**config.mk**
```make
export PLATFORM = sky130hd
export DESIGN_NAME = blit_chain_builder
export DESIGN_NICKNAME = d
export VERILOG_FILES = /design/src/rtl/blit_chain_pkg.sv /design/src/rtl/blit_req_check.sv /design/src/rtl/blit_slot_addr.sv /design/src/rtl/blit_chain_builder.sv
export SDC_FILE = /design/constraint.sdc
export NUM_CORES = 2
export LEC_CHECK = 0
export ABC_AREA = 1
export BUFFER_PORTS_ARGS = -buffer_cell sky130_fd_sc_hd__buf_2
export CAP_MARGIN = 20
export CORE_AREA = 2 2 329 331
export DETAILED_ROUTE_END_ITERATION = 10
export DIE_AREA = 0 0 331 333
export PLACE_DENSITY = 0.89
export SKIP_LAST_GASP = 1
export SLEW_MARGIN = 30
export SYNTH_ARGS = -nofsm -noshare
export SYNTH_HDL_FRONTEND = slang
export SYNTH_SLANG_ARGS = --single-unit
```
**constraint.sdc**
```tcl
create_clock -name clk -period 9.73 [get_ports clk]
set_clock_uncertainty 0.2 [all_clocks]
set_input_delay 1.946 -clock clk [delete_from_list [all_inputs] [get_ports clk]]
set_output_delay 1.946 -clock clk [all_outputs]
set_load 0.02 [all_outputs]
```
**src/rtl/blit_chain_pkg.sv**
```systemverilog
// Shared types for the descriptor chain builder.
package blit_chain_pkg;
    // Walker states: idle, cut one piece, write its four words, report.
    typedef enum logic [1:0] {
        S_IDLE  = 2'd0,
        S_PIECE = 2'd1,
        S_WRITE = 2'd2,
        S_DONE  = 2'd3
    } walk_state_t;

    // Word index inside a descriptor (the order is consumed by the engine).
    localparam logic [1:0] W_MEM  = 2'd0;
    localparam logic [1:0] W_FB   = 2'd1;
    localparam logic [1:0] W_SIZE = 2'd2;
    localparam logic [1:0] W_LINK = 2'd3;
endpackage

```
**src/rtl/blit_req_check.sv**
```systemverilog
// Request checker: folds contiguous requests into one line and decides
// whether the request is acceptable. Purely combinational.
// Assumes PAGE_SIZE is a power of two.
module blit_req_check #(
    parameter int unsigned PAGE_SIZE = 4096,
    parameter int unsigned MAX_LINES = 2048,
    parameter longint unsigned MAX_BYTES = 64'd16777216
) (
    input  logic [3:0]  mem_lo,
    input  logic [1:0]  fb_lo,
    input  logic [31:0] line_len,
    input  logic [31:0] line_cnt,
    input  logic [31:0] mem_stride,
    input  logic [31:0] fb_stride,
    output logic        ok,
    output logic [31:0] eff_len,
    output logic [31:0] eff_lines
);
    localparam logic [31:0] GAP_MAX   = 32'(2 * PAGE_SIZE);
    localparam logic [31:0] LINES_MAX = 32'(MAX_LINES);
    localparam logic [63:0] BYTES_MAX = 64'(MAX_BYTES);

    logic        contig;
    logic [63:0] total;
    logic [32:0] fb_ext, fb_mag;
    logic        bad_zero, bad_stride, bad_gap, bad_size, bad_align;

    // Fold, then evaluate every refusal rule against the folded shape.
    always_comb begin
        contig    = (mem_stride == line_len) && (fb_stride == line_len);
        total     = 64'(line_cnt) * 64'(mem_stride);
        fb_ext    = {fb_stride[31], fb_stride};
        fb_mag    = fb_ext[32] ? (33'd0 - fb_ext) : fb_ext;
        eff_lines = contig ? 32'd1 : line_cnt;
        eff_len   = contig ? total[31:0] : line_len;
        bad_zero  = (line_cnt == 32'd0) || (line_len == 32'd0);
        bad_stride = (mem_stride < line_len) || (fb_mag < {1'b0, line_len});
        bad_gap   = (mem_stride >= line_len) && ((mem_stride - line_len) > GAP_MAX);
        bad_size  = (eff_lines > LINES_MAX) || (total > BYTES_MAX);
        bad_align = (|mem_lo) || (|fb_lo) ||
                    ((eff_lines > 32'd1) && ((|mem_stride[3:0]) || (|fb_stride[1:0])));
        ok = !(bad_zero || bad_stride || bad_gap || bad_size || bad_align);
    end
endmodule

```
**src/rtl/blit_slot_addr.sv**
```systemverilog
// Slot address generator: maps a descriptor index to its storage address.
// Storage is split into pages holding PAGE_SIZE/16 descriptors each.
// Assumes PAGE_SIZE >= 32 and a power of two.
module blit_slot_addr #(
    parameter int unsigned CNT_W            = 20,
    parameter int unsigned PAGE_SIZE        = 4096,
    parameter logic [31:0] DESC_BASE        = 32'h0010_0000,
    parameter logic [31:0] DESC_PAGE_STRIDE = 32'h0000_1000
) (
    input  logic [CNT_W-1:0] idx,
    output logic [31:0]      addr
);
    localparam int unsigned SLOTS  = PAGE_SIZE / 16;
    localparam int unsigned SLOT_W = $clog2(SLOTS);

    logic [CNT_W-1:0] page_no;
    logic [31:0]      in_page;

    // Split the index into storage page and slot within page.
    always_comb begin
        page_no = idx >> SLOT_W;
        in_page = 32'({idx[SLOT_W-1:0], 4'b0000});
        addr    = DESC_BASE + 32'(page_no) * DESC_PAGE_STRIDE + in_page;
    end
endmodule

```
**src/rtl/blit_chain_builder.sv**
```systemverilog
// Descriptor chain builder top: accepts a strided request, walks it line by
// line cutting pieces at system pages, and writes one four-word descriptor
// per piece, linked backwards. Count-only passes issue no writes.
// Assumes PAGE_SIZE is a power of two >= 32; synchronous active-low reset.
module blit_chain_builder
    import blit_chain_pkg::*;
#(
    parameter int unsigned     CNT_W            = 20,
    parameter int unsigned     PAGE_SIZE        = 4096,
    parameter int unsigned     MAX_LINES        = 2048,
    parameter longint unsigned MAX_BYTES        = 64'd16777216,
    parameter logic [31:0]     DESC_BASE        = 32'h0010_0000,
    parameter logic [31:0]     DESC_PAGE_STRIDE = 32'h0000_1000,
    parameter logic [31:0]     END_FLAG         = 32'h0000_0002
) (
    input  logic             clk,
    input  logic             rst_n,
    input  logic             start,
    input  logic             count_only,
    input  logic [31:0]      mem_addr,
    input  logic [31:0]      fb_addr,
    input  logic [31:0]      line_len,
    input  logic [31:0]      line_cnt,
    input  logic [31:0]      mem_stride,
    input  logic [31:0]      fb_stride,
    output logic             busy,
    output logic             done,
    output logic             rejected,
    output logic [CNT_W-1:0] desc_count,
    output logic [31:0]      chain_head,
    output logic             wr_en,
    output logic [31:0]      wr_addr,
    output logic [31:0]      wr_data
);
    localparam int unsigned PG_W = $clog2(PAGE_SIZE);

    walk_state_t      state;
    logic             emit, last, rej;
    logic [31:0]      cur_mem, cur_fb, line_mem, line_fb;
    logic [31:0]      ms, fs, len, left, lines_left;
    logic [31:0]      pc_mem, pc_fb, pc_len, head;
    logic [CNT_W-1:0] cnt, pc_idx;
    logic [1:0]       wi;
    logic             req_ok;
    logic [31:0]      eff_len, eff_lines, room, piece, slot;
    logic             line_end;

    blit_req_check #(
        .PAGE_SIZE(PAGE_SIZE), .MAX_LINES(MAX_LINES), .MAX_BYTES(MAX_BYTES)
    ) u_check (
        .mem_lo(mem_addr[3:0]), .fb_lo(fb_addr[1:0]),
        .line_len(line_len), .line_cnt(line_cnt),
        .mem_stride(mem_stride), .fb_stride(fb_stride),
        .ok(req_ok), .eff_len(eff_len), .eff_lines(eff_lines)
    );

    blit_slot_addr #(
        .CNT_W(CNT_W), .PAGE_SIZE(PAGE_SIZE),
        .DESC_BASE(DESC_BASE), .DESC_PAGE_STRIDE(DESC_PAGE_STRIDE)
    ) u_slot (
        .idx(pc_idx), .addr(slot)
    );

    // Size of the next piece: bounded by page room and line remainder.
    always_comb begin
        room     = 32'(PAGE_SIZE) - 32'(cur_mem[PG_W-1:0]);
        piece    = (left < room) ? left : room;
        line_end = (left == piece);
    end

    // Walker state machine: accept, cut pieces, write descriptors, report.
    always_ff @(posedge clk) begin
        if (!rst_n) begin
            state <= S_IDLE;
            emit <= 1'b0; last <= 1'b0; rej <= 1'b0;
            cur_mem <= '0; cur_fb <= '0; line_mem <= '0; line_fb <= '0;
            ms <= '0; fs <= '0; len <= '0; left <= '0; lines_left <= '0;
            pc_mem <= '0; pc_fb <= '0; pc_len <= '0; pc_idx <= '0;
            cnt <= '0; wi <= W_MEM; head <= END_FLAG;
        end else begin
            case (state)
                S_IDLE: if (start) begin
                    rej  <= !req_ok;
                    cnt  <= '0;
                    head <= END_FLAG;
                    emit <= !count_only;
                    cur_mem <= mem_addr; line_mem <= mem_addr;
                    cur_fb  <= fb_addr;  line_fb  <= fb_addr;
                    ms <= mem_stride; fs <= fb_stride;
                    len <= eff_len; left <= eff_len; lines_left <= eff_lines;
                    state <= req_ok ? S_PIECE : S_DONE;
                end
                S_PIECE: begin
                    pc_mem <= cur_mem; pc_fb <= cur_fb; pc_len <= piece;
                    pc_idx <= cnt;
                    cnt    <= cnt + 1'b1;
                    wi     <= W_MEM;
                    last   <= line_end && (lines_left == 32'd1);
                    if (line_end) begin
                        lines_left <= lines_left - 32'd1;
                        line_mem <= line_mem + ms; cur_mem <= line_mem + ms;
                        line_fb  <= line_fb + fs;  cur_fb  <= line_fb + fs;
                        left     <= len;
                    end else begin
                        cur_mem <= cur_mem + piece;
                        cur_fb  <= cur_fb + piece;
                        left    <= left - piece;
                    end
                    if (emit)
                        state <= S_WRITE;
                    else if (line_end && (lines_left == 32'd1))
                        state <= S_DONE;
                end
                S_WRITE: begin
                    wi <= wi + 2'd1;
                    if (wi == W_LINK) begin
                        head  <= slot;
                        state <= last ? S_DONE : S_PIECE;
                    end
                end
                default: state <= S_IDLE;
            endcase
        end
    end

    // Write port: one word of the current descriptor per cycle.
    always_comb begin
        wr_en   = (state == S_WRITE);
        wr_addr = slot + 32'({wi, 2'b00});
        case (wi)
            W_MEM:   wr_data = pc_mem;
            W_FB:    wr_data = pc_fb;
            W_SIZE:  wr_data = pc_len;
            default: wr_data = head;
        endcase
    end

    assign busy       = (state != S_IDLE);
    assign done       = (state == S_DONE);
    assign rejected   = rej;
    assign desc_count = cnt;
    assign chain_head = head;

    // a written piece is non-empty and stays inside one system page.
    a_r2_piece_in_page: assert property (@(posedge clk) disable iff (!rst_n)
        wr_en |-> (pc_len != 32'd0) &&
                  ((33'(pc_mem[PG_W-1:0]) + 33'(pc_len)) <= 33'(PAGE_SIZE)));
    // words of one descriptor go to consecutive word addresses.
    a_r1_word_step: assert property (@(posedge clk) disable iff (!rst_n)
        (wr_en && $past(wr_en)) |-> (wr_addr == $past(wr_addr) + 32'd4));
    // the first descriptor closes the chain.
    a_r4_first_link: assert property (@(posedge clk) disable iff (!rst_n)
        (wr_en && (wi == W_LINK) && (pc_idx == '0)) |-> (wr_data == END_FLAG));
    // a count pass never writes.
    a_r9_count_silent: assert property (@(posedge clk) disable iff (!rst_n)
        (busy && !emit) |-> !wr_en);
    // done lasts one cycle.
    a_r10_done_pulse: assert property (@(posedge clk) disable iff (!rst_n)
        done |=> !done);
    // a refused request reports an empty chain.
    a_r10_reject_empty: assert property (@(posedge clk) disable iff (!rst_n)
        (done && rejected) |-> ((desc_count == '0) && (chain_head == END_FLAG)));
endmodule

```
Yosys cells after proc, flatten, opt, wreduce, memory -nomap -nowiden:

Cells that the tools add are included.

* bits in registers: 463
* input port bits: 196
* logic and storage cells: 123

* add/subtract/negate cells: 14
* multiply operators: 1
* $lt $le $gt $ge: 8
* eq/ne operators: 14
* multiplexer cells: 34
* reductions and logical operators: 32

Operators with widths (count)
* $mux 32: 15
* $pmux 32 s2: 7
* $add 32x32->32: 4
* $eq 32x32->1: 3
* $pmux 32 s3: 1
* $gt 64x25->1 const B: 1
* $logic_not 32->1: 2
* $lt 32x32->1: 2
* $mul 32x32->64: 1
* $sub 32x32->32: 2
* $pmux 20 s2: 1
* $lt 33x32->1: 1
* $mux 33: 1
* $sub 1x32->33 const A: 1
* $add 32x4->32: 1
* $eq 32x1->1 const B: 1
* $ge 32x32->1: 1
* $gt 32x1->1 const B: 1
* $gt 32x12->1 const B: 1
* $gt 32x14->1 const B: 1
* $sub 32x1->32 const B: 1
* $add 25x12->26: 1
* $add 21x24->25 const A: 1
* $add 20x1->20 const B: 1
* 20 further kinds: 51

Logic depth before layout (Yosys ltp):

* word-level depth: 11
* gate-level depth with buffers: 43
* gate-level depth less buffers: 41

Cells and area by module:

Synthesis repeated with hierarchy kept, for this count alone.

* cell total of the unflattened synthesis: 11095
* area, all modules: 72612.1 um^2

By module, submodules not included
* blit_req_check: times used 1, cells an instance 5855, area each 40617.7 um^2
* blit_chain_builder: times used 1, cells an instance 5202, area each 31732.9 um^2
* blit_slot_addr: times used 1, cells an instance 38, area each 261.5 um^2

Worst setup path after synthesis:

Ideal clock, no wire load.

* path kind: input to register
* from: input port line_cnt[28]
* to: register state[1]
* arrival time: 8.653 ns
* data required time: 9.398 ns
* setup slack: 0.745 ns
* cell stages on the path: 35
* buffers on the path: 2
* cells stage by stage: clkbuf_1 clkbuf_1 nand2_1 fa_1 inv_1 fa_1 fa_1 inv_1 fa_1 inv_1 fa_1 fa_1 fa_1 inv_1 fa_1 inv_1 ha_1 a21oi_1 inv_1 nor2_1 nand2_1 a21oi_1 nor2_1 nor2_1 nand2_1 nand2_1 nand2_1 nor2_1 nand2_1 nor2_1 nand3_1 o21ai_1 nand2_1 nand2_1 a21oi_1

* word-level cells in the longest chain between the ends: 9
* elaborated cells between the ends (all ways): 17
* those cells by class: mul: 1; order compare: 3; mux: 4; reduce/logical: 9

RTL lines
* from (decl): line blit_chain_builder.sv:23 `input logic [31:0] line_cnt,`
* parallel branches: the longest is 5 deep, another holds $mul 32x32->64
* $logic_or 1x1->1 *: line blit_req_check.sv:42 `ok = !(bad_zero || bad_stride || bad_gap || bad_size || bad_align);`
* $mux 2 *: line blit_chain_builder.sv:91 `state <= req_ok ? S_PIECE : S_DONE;`
* $mux 2 *: line blit_chain_builder.sv:82 `S_IDLE: if (start) begin`
* $pmux 2 s3 *: line blit_chain_builder.sv:81 `case (state)`
* to (signal assigned): line blit_chain_builder.sv:91
* to (signal assigned): line blit_chain_builder.sv:118 `state <= last ? S_DONE : S_PIECE;`
* to (decl): line blit_chain_builder.sv:37 `walk_state_t state;`

Every way passes the cells marked *. The select of a mux whose other input is x is not followed.
A chain may end at the register's enable or synchronous reset.

Worst setup path in the final report:

* from: input port mem_stride[18]
* to: register state[1]

* word-level cells in the longest chain between the ends: 10
* elaborated cells between the ends (all ways): 23
* those cells by class: add/sub: 1; mul: 1; order compare: 6; eq/ne: 1; mux: 4; reduce/logical: 10

RTL lines
* from (decl): line blit_chain_builder.sv:24 `input logic [31:0] mem_stride,`
* parallel branches: the longest is 6 deep, another holds $mul 32x32->64
* $logic_or 1x1->1 *: line blit_req_check.sv:42
* $mux 2 *: line blit_chain_builder.sv:91
* $mux 2 *: line blit_chain_builder.sv:82
* $pmux 2 s3 *: line blit_chain_builder.sv:81

Marked as above.

==> results by group <==
Logic synthesis
  • Avg Inst Size Synth: 6.89 µm²
  • Synth top area cells: fa_1 (26%), nand2_1 (14%), dfxtp_1 (13%), inv_1 (12%), ha_1 (8.9%)
  • Synth Instances: 9,996
  • FFs w/ async S/R, synth: 0
  • Synth Area in XOR/XNOR: 0.0234
  • Top_reg_cell synth: dfxtp_1
  • Register area share after synthesis: 0.132
  • Synthesized area: 68,900 µm²
  • Yosys top cell area share: 0.262
  • Post-synthesis simple-gate area fraction: 0.227
  • Largest area contributor in the netlist: fa_1
  • Largest family of logic cells by synthesized area: adder cells
  • Post-synthesis mux area share: 0
  • Synth unique cells: 73
  • Synthesis-stage register bit count: 453
  • Number of synthesized flops with an enable pin: 0
  • Compound-cell area share of the yosys netlist: 0.116
  • Adder-Cell Fraction of Synth Area: 0.351
  • Synth warn: 0

Global routing
  • Total GRT Usage: 0.442
  • First-pass GRT wire length: 376 mm
  • Total grt overflow: 0
  • Vias in the first global route: 68,300
  • Initial antenna violation count: 14
  • Largest net degree at the start of global routing: 157

CTS
  • H-tree level count: 2
  • Num CTS Buffers: 45
  • CTS clk-pin slew, worst paths: 0.07 ns
  • Clk sinks: 453
  • TritonCTS clock tree: built
  • Worst-case clock buffer depth: 3
  • Root Driver: clkbuf_16
  • Worst-skew pair later-pin latency: 0.65 ns

Die
  • Initial Util: 0.646
  • Die width: 331 µm
  • Total Die Area: 110,000 µm²
  • IO Pins: 316
  • Area of the core: 107,000 µm²
  • Num rows: 120
  • Die H: 333 µm

STA
  • Final critical-path required period: 9.30 ns
  • Fmax: 0.107 GHz
  • Final Cycle Share: 0.956
  • Slew @ Worst Pin: 0.992 ns
  • Final Hold Vio Count: 0
  • Final Setup Violations: 0
  • Final Max Tran Viols: 0
  • RSZ-0062 raised after global routing: no
  • Worst setup margin: 0.426 ns
  • Setup TNS: 0 ns
  • Max_slew headroom: 0.338

Setup path
  • Worst-path fanout max: 12
  • Critical-path top delay cell: fa_1
  • CP peak stage delay: 0.61 ns
  • Source of the critical timing path: mem_stride[18]
  • R2R Path Start: cur_mem[0]
  • Kind of critical path: primary input to flip-flop
  • CP required: 9.99 ns
  • Critical path arrival: 9.57 ns
  • Startpoint Class: primary input
  • CP endpoint kind: flip-flop

Job
  • Maxcap violations: 0

Detailed routing
  • Final WL: 244 mm
  • Wirelength per Cell: 21.0 µm
  • Drt first pass iters: 7
  • Routed Antenna Nets: 0
  • Max Used Layer: met5
  • Via count: 68,000
  • Routed wl met2: 109 mm
  • Met3 wire len: 26.3 mm
  • Post-route DRC: 0
  • Initial DRC count: 7,090
  • Via-to-Cell Ratio: 5.84
  • Met1 Wirelength: 86.6 mm

Cells and area
  • Final Util: 0.698
  • Commonest cells after routing, fill and taps aside: nand2_1 (2,513), inv_1 (2,185), fa_1 (901)
  • Fraction of layout cells with a size suffix above 1: 0.0777
  • Layout area overhead: 8.02%
  • Fill cells: 8,706
  • Post-Layout Cell Count: 11,600
  • Commonest non-fill, non-tap cell in the layout: nand2_1
  • NumNets Final: 11,800

Min path
  • Hold Path Class: flip-flop to flip-flop
  • Worst Hold Launch: pc_len[22]

Placed design
  • Hpwl dp: 198 mm
  • Placed Instances: 11,500
  • Pre-CTS setup slack: -0.237 ns
  • I/O Buffers: 296
  • Gp weighted congestion: 1.04

Outcome
  • Status: finished, final reports clean
[cells by family (layout without fill, tap and decap cells)]
group | count (synthesis) | after routing
adders and majority gates | 1391 | 1391
other | 1 | 64
buffers and inverters | 2720 | 2894
AOI/OAI and AO/OA | 1386 | 1386
and+or+nand+nor | 3861 | 3861
DFF | 453 | 453
xor gates and xnor gates | 184 | 184
[worst paths after layout]
check / to / slack (ns) / cells after the start
min: pc_len[22] / 0.24 / 2
max: state[1] / 0.43 / 32
min reg2reg: pc_len[22] / 0.24 / 2
max reg2reg: cur_fb[23] / 1.57 / 28
[through the flow]
step | hold slack, ns | cell area, µm²
after floorplan | 0.215 | 69100
after global placement | 0.223 | 72700
after detailed placement | 0.226 | 72800
after CTS | 0.237 | 74400
after global routing | 0.256 | 74400
final | 0.236 | 74400
[registers in the layout, indices dropped and copies added (netlist names), 2 cells and up]
| name | flops |
|---|---|
| cur_mem | 32 |
| lines_left | 32 |
| fs | 32 |
| desc_count | 20 |
| line_fb | 32 |
| wi | 2 |
| chain_head | 22 |
| line_mem | 32 |
| pc_mem | 32 |
| cur_fb | 32 |
| pc_len | 32 |
| len | 32 |
| pc_fb | 32 |
| pc_idx | 20 |
| ms | 32 |
| state | 2 |
| left | 32 |
[repair_timing]
action / CTS / global route
setup buffers: 0 / 0
setup endpoints to repair: 0 / 2
gates resized for setup: 0 / 10
hold endpoints to repair: 0 / 0
hold buffers: 0 / 0
[routing by layer]
metal,vias to the layer above,global-route usage
met1,32000,0.532
met2,4119,0.704
met4,12,0.313
met3,1143,0.0890
met5,-,0
li1,30700,-
[synth_stat cells, types with 7 or more instances]
cell and number:
nor3_2 10, o31ai_1 8, a2111oi_0 7, a211oi_1 18, xnor2_1 45, and2_1 11, or2_2 10, o21ai_1 45
inv_2 28, nor2_2 18, buf_2 20, o21bai_1 22, o21a_1 19, nor4_1 28, fa_1 901, a21oi_1 500
nand3_1 275, nand2_1 2515, a311oi_1 14, nand3b_1 24, nor2_1 774, nor3_1 88, buf_4 39, a31oi_1 48
o21ai_2 7, ha_1 490, dfxtp_1 453, clkbuf_1 417, a221oi_1 40, nand2_2 11, o211ai_1 92, nand4_1 64
o221ai_1 25, inv_1 2188, a21o_1 12, buf_1 19, xor2_1 139, o21ai_0 482
[worst max-delay path: cells and delay by family]
family | cells | cell delay, ns
AND/OR/NAND/NOR | 16 | 1.77
buffers and inverters | 5 | 1.10
adder cells (fa/ha/maj) | 9 | 4.43
AO/OA/AOI/OAI | 2 | 0.25
[final cells by class]
type | instances | area [µm²] | share of cell area
multi-input combinational | 6877 | 49700 | 0.667
sequential | 453 | 9070 | 0.122
inverter | 2223 | 8360 | 0.112
timing repair buffer | 588 | 3930 | 0.0528
tap | 1403 | 1760 | 0.0236
clock buffer | 54 | 1230 | 0.0165
clock inverter | 29 | 392 | 0.00526
antenna | 9 | 22.5 | 0.000303
Power is left out: the tool's default activity adds up to more than one toggle a clock period on the data nets, which glitch-free logic cannot reach.
